## config.mk

```make
export PLATFORM = sky130hd
export DESIGN_NAME = approx_window_adder
export DESIGN_NICKNAME = d
export VERILOG_FILES = /design/src/rtl/awa_pkg.sv /design/src/rtl/awa_window.sv /design/src/rtl/awa_spec_stage.sv /design/src/rtl/awa_fix_stage.sv /design/src/rtl/awa_pipe_ctrl.sv /design/src/rtl/approx_window_adder.sv
export SDC_FILE = /design/constraint.sdc
export NUM_CORES = 1
export LEC_CHECK = 0
export CAP_MARGIN = 20
export CORE_ASPECT_RATIO = 0.9
export CORE_UTILIZATION = 46
export DETAILED_ROUTE_END_ITERATION = 10
export PLACE_DENSITY = 0.78
export SETUP_SLACK_MARGIN = 0.4
export SYNTH_ARGS = -nofsm -noshare
export SYNTH_HDL_FRONTEND = slang
export SYNTH_SLANG_ARGS = --single-unit
```

## constraint.sdc

```tcl
create_clock -name clk -period 1.75 [get_ports clk]
set_input_delay 0.35 -clock clk [delete_from_list [all_inputs] [get_ports clk]]
set_output_delay 0.35 -clock clk [all_outputs]
set_load 0.01 [all_outputs]
```

## src/rtl/awa_pkg.sv

```systemverilog
package awa_pkg;

   typedef enum logic [1:0] {
      AM_EXACT   = 2'b00,
      AM_FIX_TOP = 2'b01,
      AM_FIX_LOW = 2'b10,
      AM_RAW     = 2'b11
   } acc_mode_e;

   typedef struct packed {
      logic fix_top;
      logic fix_rest;
   } fix_sel_t;

   // Which upper windows get repaired for a mode
   function automatic fix_sel_t mode_fix(input acc_mode_e m);
      fix_sel_t s;
      unique case (m)
         AM_EXACT:   s = '{fix_top: 1'b1, fix_rest: 1'b1};
         AM_FIX_TOP: s = '{fix_top: 1'b1, fix_rest: 1'b0};
         AM_FIX_LOW: s = '{fix_top: 1'b0, fix_rest: 1'b1};
         default:    s = '{fix_top: 1'b0, fix_rest: 1'b0};
      endcase
      return s;
   endfunction

endpackage

```

## src/rtl/awa_window.sv

```systemverilog
// One speculative upper window: carry-in zero, lower part only feeds the
// carry guess for the upper part.
module awa_window #(
   parameter int WIN_W = 8,
   parameter int OVL_W = 4,
   localparam int STEP = WIN_W - OVL_W
) (
   input  logic [WIN_W-1:0] a_i,
   input  logic [WIN_W-1:0] b_i,
   output logic [STEP-1:0]  hi_o,
   output logic             cout_o,
   output logic             spec_o
);
   localparam logic [OVL_W:0] LO_MAX = {1'b0, {OVL_W{1'b1}}};

   logic [OVL_W:0] a_lo, b_lo;
   logic [STEP:0]  a_hi, b_hi;

   assign a_lo = {1'b0, a_i[OVL_W-1:0]};
   assign b_lo = {1'b0, b_i[OVL_W-1:0]};
   assign a_hi = {1'b0, a_i[WIN_W-1:OVL_W]};
   assign b_hi = {1'b0, b_i[WIN_W-1:OVL_W]};

   // carry out of the shared lower part, taken as the guessed carry
   assign spec_o = (a_lo + b_lo) > LO_MAX;
   assign {cout_o, hi_o} = a_hi + b_hi + {{STEP{1'b0}}, spec_o};

endmodule

```

## src/rtl/awa_spec_stage.sv

```systemverilog
// Builds the raw windowed sum and flags each upper window whose carry guess
// fell short of the true carry.
module awa_spec_stage #(
   parameter int WIN_W   = 8,
   parameter int OVL_W   = 4,
   parameter int NUM_WIN = 3,
   localparam int STEP   = WIN_W - OVL_W,
   localparam int DATA_W = WIN_W + (NUM_WIN - 1) * STEP
) (
   input  logic [DATA_W-1:0]  a_i,
   input  logic [DATA_W-1:0]  b_i,
   output logic [DATA_W:0]    raw_o,
   output logic [NUM_WIN-1:1] mis_o
);
   logic [STEP-1:0]    win_hi [1:NUM_WIN-1];
   logic [NUM_WIN-1:1] win_cout;
   logic [NUM_WIN-1:1] win_spec;
   logic [NUM_WIN-1:1] true_c;   // true carry into window w upper part
   logic               base_cout;

   // low window is exact by itself
   assign {base_cout, raw_o[WIN_W-1:0]} =
      {1'b0, a_i[WIN_W-1:0]} + {1'b0, b_i[WIN_W-1:0]};
   assign true_c[1] = base_cout;

   for (genvar w = 1; w < NUM_WIN; w++) begin : g_win
      localparam int BASE = w * STEP;
      localparam int HPOS = BASE + OVL_W;

      awa_window #(.WIN_W(WIN_W), .OVL_W(OVL_W)) u_win (
         .a_i    (a_i[BASE +: WIN_W]),
         .b_i    (b_i[BASE +: WIN_W]),
         .hi_o   (win_hi[w]),
         .cout_o (win_cout[w]),
         .spec_o (win_spec[w])
      );

      assign raw_o[HPOS +: STEP] = win_hi[w];
      assign mis_o[w] = true_c[w] & ~win_spec[w];

      if (w < NUM_WIN - 1) begin : g_chain
         // a short guess ripples on when the upper part was all ones
         assign true_c[w+1] = win_cout[w] | (mis_o[w] & (&win_hi[w]));
      end else begin : g_top
         assign raw_o[DATA_W] = win_cout[w];
      end
   end

   always_comb begin
      assert_clean_exact_R3: assert ((|mis_o) ||
         (raw_o == ({1'b0, a_i} + {1'b0, b_i})))
         else $error("raw sum wrong without mispredict");
      assert_mis_differs_R7: assert (!(|mis_o) ||
         (raw_o != ({1'b0, a_i} + {1'b0, b_i})))
         else $error("mispredict flagged on an exact raw sum");
   end

endmodule

```

## src/rtl/awa_fix_stage.sv

```systemverilog
// Repairs flagged upper windows allowed by the mode; reports skipped repairs.
module awa_fix_stage
   import awa_pkg::*;
#(
   parameter int WIN_W   = 8,
   parameter int OVL_W   = 4,
   parameter int NUM_WIN = 3,
   localparam int STEP   = WIN_W - OVL_W,
   localparam int DATA_W = WIN_W + (NUM_WIN - 1) * STEP
) (
   input  logic [DATA_W:0]    raw_i,
   input  logic [NUM_WIN-1:1] mis_i,
   input  acc_mode_e          mode_i,
   output logic [DATA_W:0]    sum_o,
   output logic               err_o
);
   fix_sel_t           sel;
   logic [NUM_WIN-1:1] mask;

   assign sel = mode_fix(mode_i);
   assign sum_o[WIN_W-1:0] = raw_i[WIN_W-1:0];

   for (genvar w = 1; w < NUM_WIN; w++) begin : g_fix
      localparam int HPOS = w * STEP + OVL_W;
      logic inc;

      if (w == NUM_WIN - 1) begin : g_top
         assign mask[w] = sel.fix_top;
         assign inc = mis_i[w] & mask[w];
         // top nibble carries into the final carry bit
         assign sum_o[DATA_W:HPOS] = raw_i[DATA_W:HPOS] + (STEP+1)'(inc);
      end else begin : g_mid
         assign mask[w] = sel.fix_rest;
         assign inc = mis_i[w] & mask[w];
         assign sum_o[HPOS +: STEP] = raw_i[HPOS +: STEP] + STEP'(inc);
      end
   end

   assign err_o = |(mis_i & ~mask);

   always_comb begin
      assert_exact_noerr_R2: assert (!(mode_i == AM_EXACT) || !err_o)
         else $error("error raised in exact mode");
   end

endmodule

```

## src/rtl/awa_pipe_ctrl.sv

```systemverilog
// Two-slot control: slot one holds detected results, slot two holds
// repaired results. Raw-mode items leave from slot one only when slot two
// is empty, keeping acceptance order.
module awa_pipe_ctrl (
   input  logic clk,
   input  logic rst_n,
   input  logic in_valid,
   input  logic out_ready,
   input  logic s1_bypass,
   output logic in_ready,
   output logic out_valid,
   output logic s1_load,
   output logic s2_load,
   output logic sel_s2
);
   logic s1_v, s2_v;
   logic pop_s2, s1_adv, s1_pop, s1_free;

   assign pop_s2  = s2_v & out_ready;
   assign s1_adv  = s1_v & ~s1_bypass & (~s2_v | pop_s2);
   assign s1_pop  = s1_v & s1_bypass & ~s2_v & out_ready;
   assign s1_free = ~s1_v | s1_adv | s1_pop;

   assign in_ready  = s1_free;
   assign s1_load   = in_valid & s1_free;
   assign s2_load   = s1_adv;
   assign out_valid = s2_v | (s1_v & s1_bypass);
   assign sel_s2    = s2_v;

   always_ff @(posedge clk or negedge rst_n) begin
      if (!rst_n) begin
         s1_v <= 1'b0;
         s2_v <= 1'b0;
      end else begin
         if (s1_load)      s1_v <= 1'b1;
         else if (s1_free) s1_v <= 1'b0;
         if (s1_adv)       s2_v <= 1'b1;
         else if (pop_s2)  s2_v <= 1'b0;
      end
   end

   assert_stall_R9: assert property (@(posedge clk) disable iff (!rst_n)
      !in_ready |-> out_valid)
      else $error("input stalled with nothing waiting at output");

endmodule

```

## src/rtl/approx_window_adder.sv

```systemverilog
module approx_window_adder
   import awa_pkg::*;
#(
   parameter int WIN_W   = 8,
   parameter int OVL_W   = 4,
   parameter int NUM_WIN = 3,
   localparam int STEP   = WIN_W - OVL_W,
   localparam int DATA_W = WIN_W + (NUM_WIN - 1) * STEP
) (
   input  logic              clk,
   input  logic              rst_n,
   input  logic              in_valid,
   output logic              in_ready,
   input  logic [DATA_W-1:0] in_a,
   input  logic [DATA_W-1:0] in_b,
   input  logic [1:0]        in_mode,
   output logic              out_valid,
   input  logic              out_ready,
   output logic [DATA_W:0]   out_sum,
   output logic              out_err
);
   initial begin : elab_chk
      if (OVL_W < 1 || OVL_W >= WIN_W)
         $error("overlap must be at least 1 and below the window width");
      if (NUM_WIN < 2)
         $error("at least two windows are needed");
   end

   logic [DATA_W:0]    det_raw;
   logic [NUM_WIN-1:1] det_mis;

   logic [DATA_W:0]    s1_raw;
   logic [NUM_WIN-1:1] s1_mis;
   acc_mode_e          s1_mode;

   logic [DATA_W:0]    fix_sum;
   logic               fix_err;
   logic [DATA_W:0]    s2_sum;
   logic               s2_err;

   logic s1_load, s2_load, sel_s2;

   awa_spec_stage #(.WIN_W(WIN_W), .OVL_W(OVL_W), .NUM_WIN(NUM_WIN)) u_spec (
      .a_i   (in_a),
      .b_i   (in_b),
      .raw_o (det_raw),
      .mis_o (det_mis)
   );

   always_ff @(posedge clk or negedge rst_n) begin
      if (!rst_n) begin
         s1_raw  <= '0;
         s1_mis  <= '0;
         s1_mode <= AM_EXACT;
      end else if (s1_load) begin
         s1_raw  <= det_raw;
         s1_mis  <= det_mis;
         s1_mode <= acc_mode_e'(in_mode);
      end
   end

   awa_fix_stage #(.WIN_W(WIN_W), .OVL_W(OVL_W), .NUM_WIN(NUM_WIN)) u_fix (
      .raw_i  (s1_raw),
      .mis_i  (s1_mis),
      .mode_i (s1_mode),
      .sum_o  (fix_sum),
      .err_o  (fix_err)
   );

   always_ff @(posedge clk or negedge rst_n) begin
      if (!rst_n) begin
         s2_sum <= '0;
         s2_err <= 1'b0;
      end else if (s2_load) begin
         s2_sum <= fix_sum;
         s2_err <= fix_err;
      end
   end

   awa_pipe_ctrl u_ctrl (
      .clk       (clk),
      .rst_n     (rst_n),
      .in_valid  (in_valid),
      .out_ready (out_ready),
      .s1_bypass (s1_mode == AM_RAW),
      .in_ready  (in_ready),
      .out_valid (out_valid),
      .s1_load   (s1_load),
      .s2_load   (s2_load),
      .sel_s2    (sel_s2)
   );

   assign out_sum = sel_s2 ? s2_sum : fix_sum;
   assign out_err = sel_s2 ? s2_err : fix_err;

   assert_hold_R9: assert property (@(posedge clk) disable iff (!rst_n)
      (out_valid && !out_ready) |=>
         (out_valid && $stable(out_sum) && $stable(out_err)))
      else $error("stalled result changed");

endmodule

```

==> flow_metrics.py, run 1 <==
metrics = {
    "status": {
        "outcome": "finished, violations left",
        "failed_checks": "hold timing, setup timing",
    },
    "clock_network": {
        "cts_tree": "done",
        "clk-insertion-delay-late_ps": 300,
        "tritoncts_num_sinks": 41,
        "cts_htree_levels": 2,
        "cts-root-buf": "sky130_fd_sc_hd__clkbuf_8",
        "cts_inserted_buffers": 5,
        "worst_setup_hold_path_clk_slew_ps": 90,
        "max-clock-path-buffers": 2,
    },
    "cells_and_area": {
        "layout.core_utilization_pct": 89.2,
        "finish.net_count": 430,
        "fraction_of_final_layout_cells_sized_beyond_drive_strength_1_pct": 63.5,
        "most-common-layout-cells": "sky130_fd_sc_hd__buf_4 (51), sky130_fd_sc_hd__dfrtp_1 (41), sky130_fd_sc_hd__buf_6 (34)",
        "post-route-cell-area_um2": 4770,
        "mostFrequentLayoutCell": "sky130_fd_sc_hd__buf_4",
        "area.growth.synth_to_final_pct": 83.1,
        "antenna_diode_count": 0,
    },
    "placed_design": {
        "routabilityCongestion": 0.815,
        "placement.setup.worst_slack_ps": -1120,
        "port-buffer-count": 57,
        "dpl-instance-area_um2": 3780,
        "dpl.hpwl_mm": 4.60,
    },
    "route": {
        "avgViaCountPerCell": 5.83,
        "route.vias.total": 2530,
        "detail_route.first_pass.iterations": 4,
        "remaining_drcs": 0,
        "wl_per_cell_um": 23.1,
        "routed_wirelength_mm": 10.0,
        "first_iter_violations": 178,
        "drtAntennaViolNets": 0,
    },
    "synth": {
        "synth_compound_area_share_pct": 10.8,
        "postSynthRegisterBits": 41,
        "synth_flop_cell": "sky130_fd_sc_hd__dfrtp_1",
        "synthesis.instances": 228,
        "synth_fp_nets": 292,
        "synth_top_area_share_pct": 39.4,
        "synth-edff-count": 0,
        "synth-simple-area-share_pct": 8.45,
        "synth_cell_type_count": 42,
        "post_synth_mux_area_share_pct": 18.5,
        "synth_xor_area_share_pct": 5.33,
        "syn_area_per_cell_um2": 11.4,
        "synth_top_family_by_area": "multiplexers",
        "synthesis.area_um2": 2610,
        "synth_warnings": 0,
        "synth_top_area_cell": "sky130_fd_sc_hd__dfrtp_1",
        "synth-async-reset-ratio_pct": 100,
        "post_synth_fa_ha_maj_area_fraction_pct": 13.9,
        "synth_seq_area_share_pct": 39.4,
        "synth_area_leaders": "sky130_fd_sc_hd__dfrtp_1 (39%), sky130_fd_sc_hd__mux2_2 (16%), sky130_fd_sc_hd__ha_1 (10%), sky130_fd_sc_hd__fa_1 (3.8%), sky130_fd_sc_hd__o21ai_0 (3.3%)",
    },
    "global_route": {
        "grt_start_max_net_pins": 24,
        "globalRouteTotalUtil_pct": 30.1,
        "grt_pass1_wl_mm": 12.8,
        "number_of_global_route_vias_before_repair": 2548,
        "grt_antenna_before_repair": 0,
        "grt_remaining_overflow": 0,
    },
    "floorplanning": {
        "initial_utilization_pct": 48.7,
        "chipWidth_um": 81.3,
        "core_area_um2": 5350,
        "die_h_um": 73.4,
        "rows": 25,
        "die-area_um2": 5970,
        "io_pins": 58,
    },
    "setup_path": {
        "endpoint_kind": "output port",
        "worst_setup_path_start_kind": "register",
        "crit_type": "register to output port",
        "crit_path_max_fanout": 2,
        "worstPathRequired_ps": 1400,
        "cp.arrival_ps": 1920,
    },
    "timing": {
        "tightestPinTransition_ps": 547,
        "post-route-min-period_ps": 2270,
        "timing.fmax_mhz": 440,
        "post-route-worst-setup-slack_ps": -523,
        "tcrit_tclk_final_pct": 130,
        "finalHoldWorstSlack_ps": -15.7,
        "slew_headroom_pct": 63.6,
        "finalSetupViolations": 40,
        "final.setup_skew_ps": 9.27,
        "final.setup.tns_ps": -7730,
        "timing.final.hold_violations": 14,
        "rsz0062_at_grt": "true",
        "final_max_slew_viol_count": 0,
    },
    "worst_hold_path": {
        "min-delay-path-class": "primary input to asynchronous set/reset pin",
    },
    "power_and_ir_drop": {
        "ir_drop_mv": 1.22,
        "power.leakage_nw": 2.22,
        "power.density_nw_per_um2": 1470,
    },
    "run": {
        "maxCapViolations": 0,
    },
}
==> repair_timing <==
| item | CTS | global route |
|---|---|---|
| endpoints found under the setup margin | 59 | 60 |
| hold buffers | 0 | 0 |
| resized for setup | 220 | 31 |
| gates cloned | 7 | 1 |
| pin swaps | 41 | 25 |
| buffers inserted | 22 | 11 |
==> power breakdown <==
group          switching [mW]  internal (mW)
combinational            1.72           2.59
clock                   0.358          0.464
sequential              0.525           1.37
==> worst max-delay path: stages (launching register included) <==
cell,delay [ps]
sky130_fd_sc_hd__dfrtp_1,400
sky130_fd_sc_hd__inv_2,80
sky130_fd_sc_hd__nor2_4,120
sky130_fd_sc_hd__ha_4,160
sky130_fd_sc_hd__ha_4,160
sky130_fd_sc_hd__nand3_4,110
sky130_fd_sc_hd__xnor2_2,190
sky130_fd_sc_hd__mux2_4,290
sky130_fd_sc_hd__buf_6,120
==> final timing paths <==
check,startpoint,to,slack (ps),depth (start not counted)
worst min-delay path,rst_n,s1_mode[1]$_DFFE_PN0P_,-20,1
worst max-delay path,s1_mis[2]$_DFFE_PN0P_,out_sum[16],-520,8
worst max register to register,u_ctrl.sel_s2$_DFFE_PN0P_,s1_mis[2]$_DFFE_PN0P_,-200,10
max in group asynchronous,rst_n,s1_raw[5]$_DFFE_PN0P_,1270,2
worst min register to register,s2_sum[12]$_DFFE_PN0P_,s2_sum[12]$_DFFE_PN0P_,520,1
min in group clk,s2_sum[12]$_DFFE_PN0P_,s2_sum[12]$_DFFE_PN0P_,520,1
==> Yosys cell counts, drive strengths merged, types with 3 or more instances <==
master and number:
a21o 5, a21oi 5, buf 7, dfrtp 41, fa 5, ha 21, inv 12, mux2 41
nand2 20, nand2b 6, nand3 5, nor2 3, nor2b 4, o21ai 18, xnor2 7, xor2 8
==> metal layers <==
layer | GRT usage (%) | part of all wire, % | vias to the layer above
met5 | 0 | 0 | -
met4 | 15.7 | 4.1 | 0
met3 | 6.96 | 5.8 | 42
met2 | 53.1 | 52 | 143
met1 | 33.7 | 38 | 1255
li1 | - | - | 1090
==> cell families (layout without fill, tap and decap cells) <==
| kind of cell | Yosys count | after routing |
|---|---|---|
| compound gates | 42 | 42 |
| xor+xnor | 15 | 15 |
| fa+ha+maj | 26 | 26 |
| buf+inv | 19 | 155 |
| flops | 41 | 41 |
| mux | 42 | 42 |
| simple gates | 43 | 46 |
==> sequential cells by signal (all words and copies together) (netlist names) <==
register,flops
s1_raw,17
s2_sum,17
s1_mis,2
s2_err,1
u_ctrl.sel_s2,1
s1_mode,2
u_ctrl.s1_v,1
==> cell type report <==
| type | count | area, um^2 |
|---|---|---|
| Inverter | 12 | 45.0 |
| Multi-Input combinational cell | 171 | 2090 |
| Tap cell | 67 | 83.8 |
| Sequential cell | 41 | 1030 |
| Clock inverter | 2 | 37.5 |
| Clock buffer | 6 | 82.6 |
| Fill cell | 213 | 578 |
| Timing Repair Buffer | 135 | 1410 |
==> stage by stage <==
stage	std cells	total power [mW]
2_1_floorplan	228	3.27
3_3_place_gp	385	4.36
3_5_place_dp	385	4.49
4_1_cts	422	6.26
5_1_grt	434	7.28
6_report	434	7.03
(Power assumes the default switching activity.)
==> inputs of run 2 (changes only) <==
- HOLD_SLACK_MARGIN: unset -> 0.03
==> run 2 against run 1 <==
  * Setup slack got worse by 2.4 ps
  * Die area unchanged
  * The run ends with setup timing left
  * Utilization increased by 0.89 points
  * Critical endpoint is now s1_raw[14]$_DFFE_PN0P_
  * Wire length increased by 0.74%
  * Sequential cell count unchanged
  * Design area increased by 1.0%
  * Worst hold slack improved by 530 ps
  * Fmax decreased by 0.11%
==> flow_metrics.py, run 2 (synthesis gave the netlist of run 1 again) <==
metrics = {
    "setup_path": {
        "cp.arrival_ps": 2460,
        "crit_type": "primary input to register",
        "worstPathRequired_ps": 1930,
        "worst_path_largest_cell_delay_ps": 390,
        "crit_path_max_fanout": 2,
        "path_cells": "buf_8, ha_4, fa_2, a21o_2, a21o_1, fa_2, inv_2, fa_2, buf_4, xor2_1, o21ai_1",
        "endpoint_kind": "register",
        "worst_setup_path_start_kind": "primary input",
        "crit_path_top_delay_cell": "sky130_fd_sc_hd__fa_2",
        "critical-path-top-cell-by-count": "sky130_fd_sc_hd__fa_2",
    },
    "floorplanning": {
        "initial_utilization_pct": 48.7,
        "die-area_um2": 5970,
        "chipWidth_um": 81.3,
        "die_h_um": 73.4,
        "rows": 25,
        "core_area_um2": 5350,
        "io_pins": 58,
    },
    "cells_and_area": {
        "most-common-layout-cells": "sky130_fd_sc_hd__buf_4 (48), sky130_fd_sc_hd__dfrtp_1 (41), sky130_fd_sc_hd__buf_6 (35)",
        "fillCellCount": 202,
        "layout.core_utilization_pct": 90.1,
        "finish.net_count": 430,
        "antenna_diode_count": 0,
        "fraction_of_final_layout_cells_sized_beyond_drive_strength_1_pct": 64.3,
        "area.growth.synth_to_final_pct": 84.9,
        "multi_input_comb_area_um2": 2120,
        "reg.largest.list": "s1_raw (17), s2_sum (17)",
        "sequential_cell_area_um2": 1030,
        "mostFrequentLayoutCell": "sky130_fd_sc_hd__buf_4",
    },
    "clock_network": {
        "cts_tree": "done",
        "clk-insertion-delay-late_ps": 310,
        "max-clock-path-buffers": 2,
        "worst_setup_hold_path_clk_slew_ps": 90,
        "cts-root-buf": "sky130_fd_sc_hd__clkbuf_8",
        "cts_htree_levels": 2,
        "cts_inserted_buffers": 5,
        "tritoncts_num_sinks": 41,
    },
    "route": {
        "drtAntennaViolNets": 0,
        "first_iter_violations": 225,
        "routed_wirelength_mm": 10.1,
        "avgViaCountPerCell": 5.66,
        "remaining_drcs": 0,
        "detail_route.first_pass.iterations": 4,
        "wl_per_cell_um": 23.2,
        "route.vias.total": 2456,
    },
    "timing": {
        "final.setup_skew_ps": 9.40,
        "rsz0062_at_grt": "true",
        "finalSetupViolations": 42,
        "tightestPinTransition_ps": 562,
        "timing.fmax_mhz": 439,
        "tcrit_tclk_final_pct": 130,
        "timing.final.hold_violations": 0,
        "post-route-worst-setup-slack_ps": -526,
        "slew_headroom_pct": 62.5,
        "final_max_slew_viol_count": 0,
        "post-route-min-period_ps": 2280,
    },
    "placed_design": {
        "dpl.hpwl_mm": 4.60,
        "routabilityCongestion": 0.815,
        "port-buffer-count": 57,
    },
    "power_and_ir_drop": {
        "power_mw": 7.10,
        "ir_drop_mv": 1.22,
        "power.density_nw_per_um2": 1470,
        "power.leakage_nw": 2.25,
    },
    "status": {
        "failed_checks": "setup timing",
        "outcome": "finished, violations left",
    },
    "global_route": {
        "globalRouteTotalUtil_pct": 31.2,
        "grt_pass1_wl_mm": 13.3,
        "grt_remaining_overflow": 0,
        "grt_start_max_net_pins": 24,
        "grt_antenna_before_repair": 0,
        "number_of_global_route_vias_before_repair": 2499,
    },
    "run": {
        "maxCapViolations": 0,
    },
    "worst_hold_path": {
        "min-delay-path-class": "register to register",
    },
}
-- run 2: timing repair --
| item | in CTS | in global routing |
|---|---|---|
| endpoints found under the setup margin | 59 | 60 |
| pin swaps | 41 | 22 |
| hold buffers | 1 | 0 |
| gates cloned | 7 | 1 |
| resized for setup | 220 | 41 |
| buffers inserted | 22 | 10 |
| endpoints found under the hold margin | 18 | 0 |
-- run 2: metrics by stage --
stage                     std cells  cell area (um^2)  worst slack, ps  setup TNS (ps)  hold slack, ps
after global routing            434              4820             -551           -9780             544
after floorplan                 228              2850             -612           -2850            54.4
after detailed placement        385              3780            -1120          -15430             321
final                           434              4820             -526           -8050             519
after global placement          385              3780            -1090          -14260             318
after CTS                       423              4520             -417           -4640             512
-- run 2: path summary, 6_finish.rpt --
check,to,cells past startpoint,slack (ps),startpoint
min reg2reg,s2_sum[10]$_DFFE_PN0P_,1,520,s2_sum[10]$_DFFE_PN0P_
max,s1_raw[14]$_DFFE_PN0P_,11,-530,in_b[8]
max reg2reg,s1_mis[2]$_DFFE_PN0P_,10,-210,u_ctrl.sel_s2$_DFFE_PN0P_
max in group asynchronous,s1_raw[6]$_DFFE_PN0P_,3,700,rst_n
min in group asynchronous,s2_sum[11]$_DFFE_PN0P_,2,540,rst_n
min,s2_sum[10]$_DFFE_PN0P_,1,520,s2_sum[10]$_DFFE_PN0P_
-- run 2: final cells by class --
type,count,share of cell area (%)
inverter,12,0.935
sequential,41,21.3
tap,67,1.74
clock inverter,2,0.779
timing repair buffer,135,29.5
clock buffer,6,1.71
multi-input combinational,171,44.0
-- run 2: report_power, final --
| part | switching [mW] | internal (mW) | total [mW] |
|---|---|---|---|
| Combinational | 1.76 | 2.61 | 4.38 |
| Clock | 0.384 | 0.465 | 0.849 |
| Sequential | 0.512 | 1.37 | 1.88 |
| Total | 2.66 | 4.44 | 7.10 |
-- run 2: routing by layer --
metal	track usage, %	routed length (um)	share of wire [%]	vias to the layer above
li1	-	-	-	1087
met1	35.6	3620	36	1205
met2	56.1	5330	53	134
met3	7.58	806	8.0	30
met4	11.5	328	3.3	0
met5	0	0	0	-
-- run 2: worst max-delay path: cells and delay by family --
family / cells / cell delay, ps
fa+ha+maj: 4 / 1120
buf+inv: 3 / 290
compound gates: 3 / 500
xor+xnor: 1 / 220
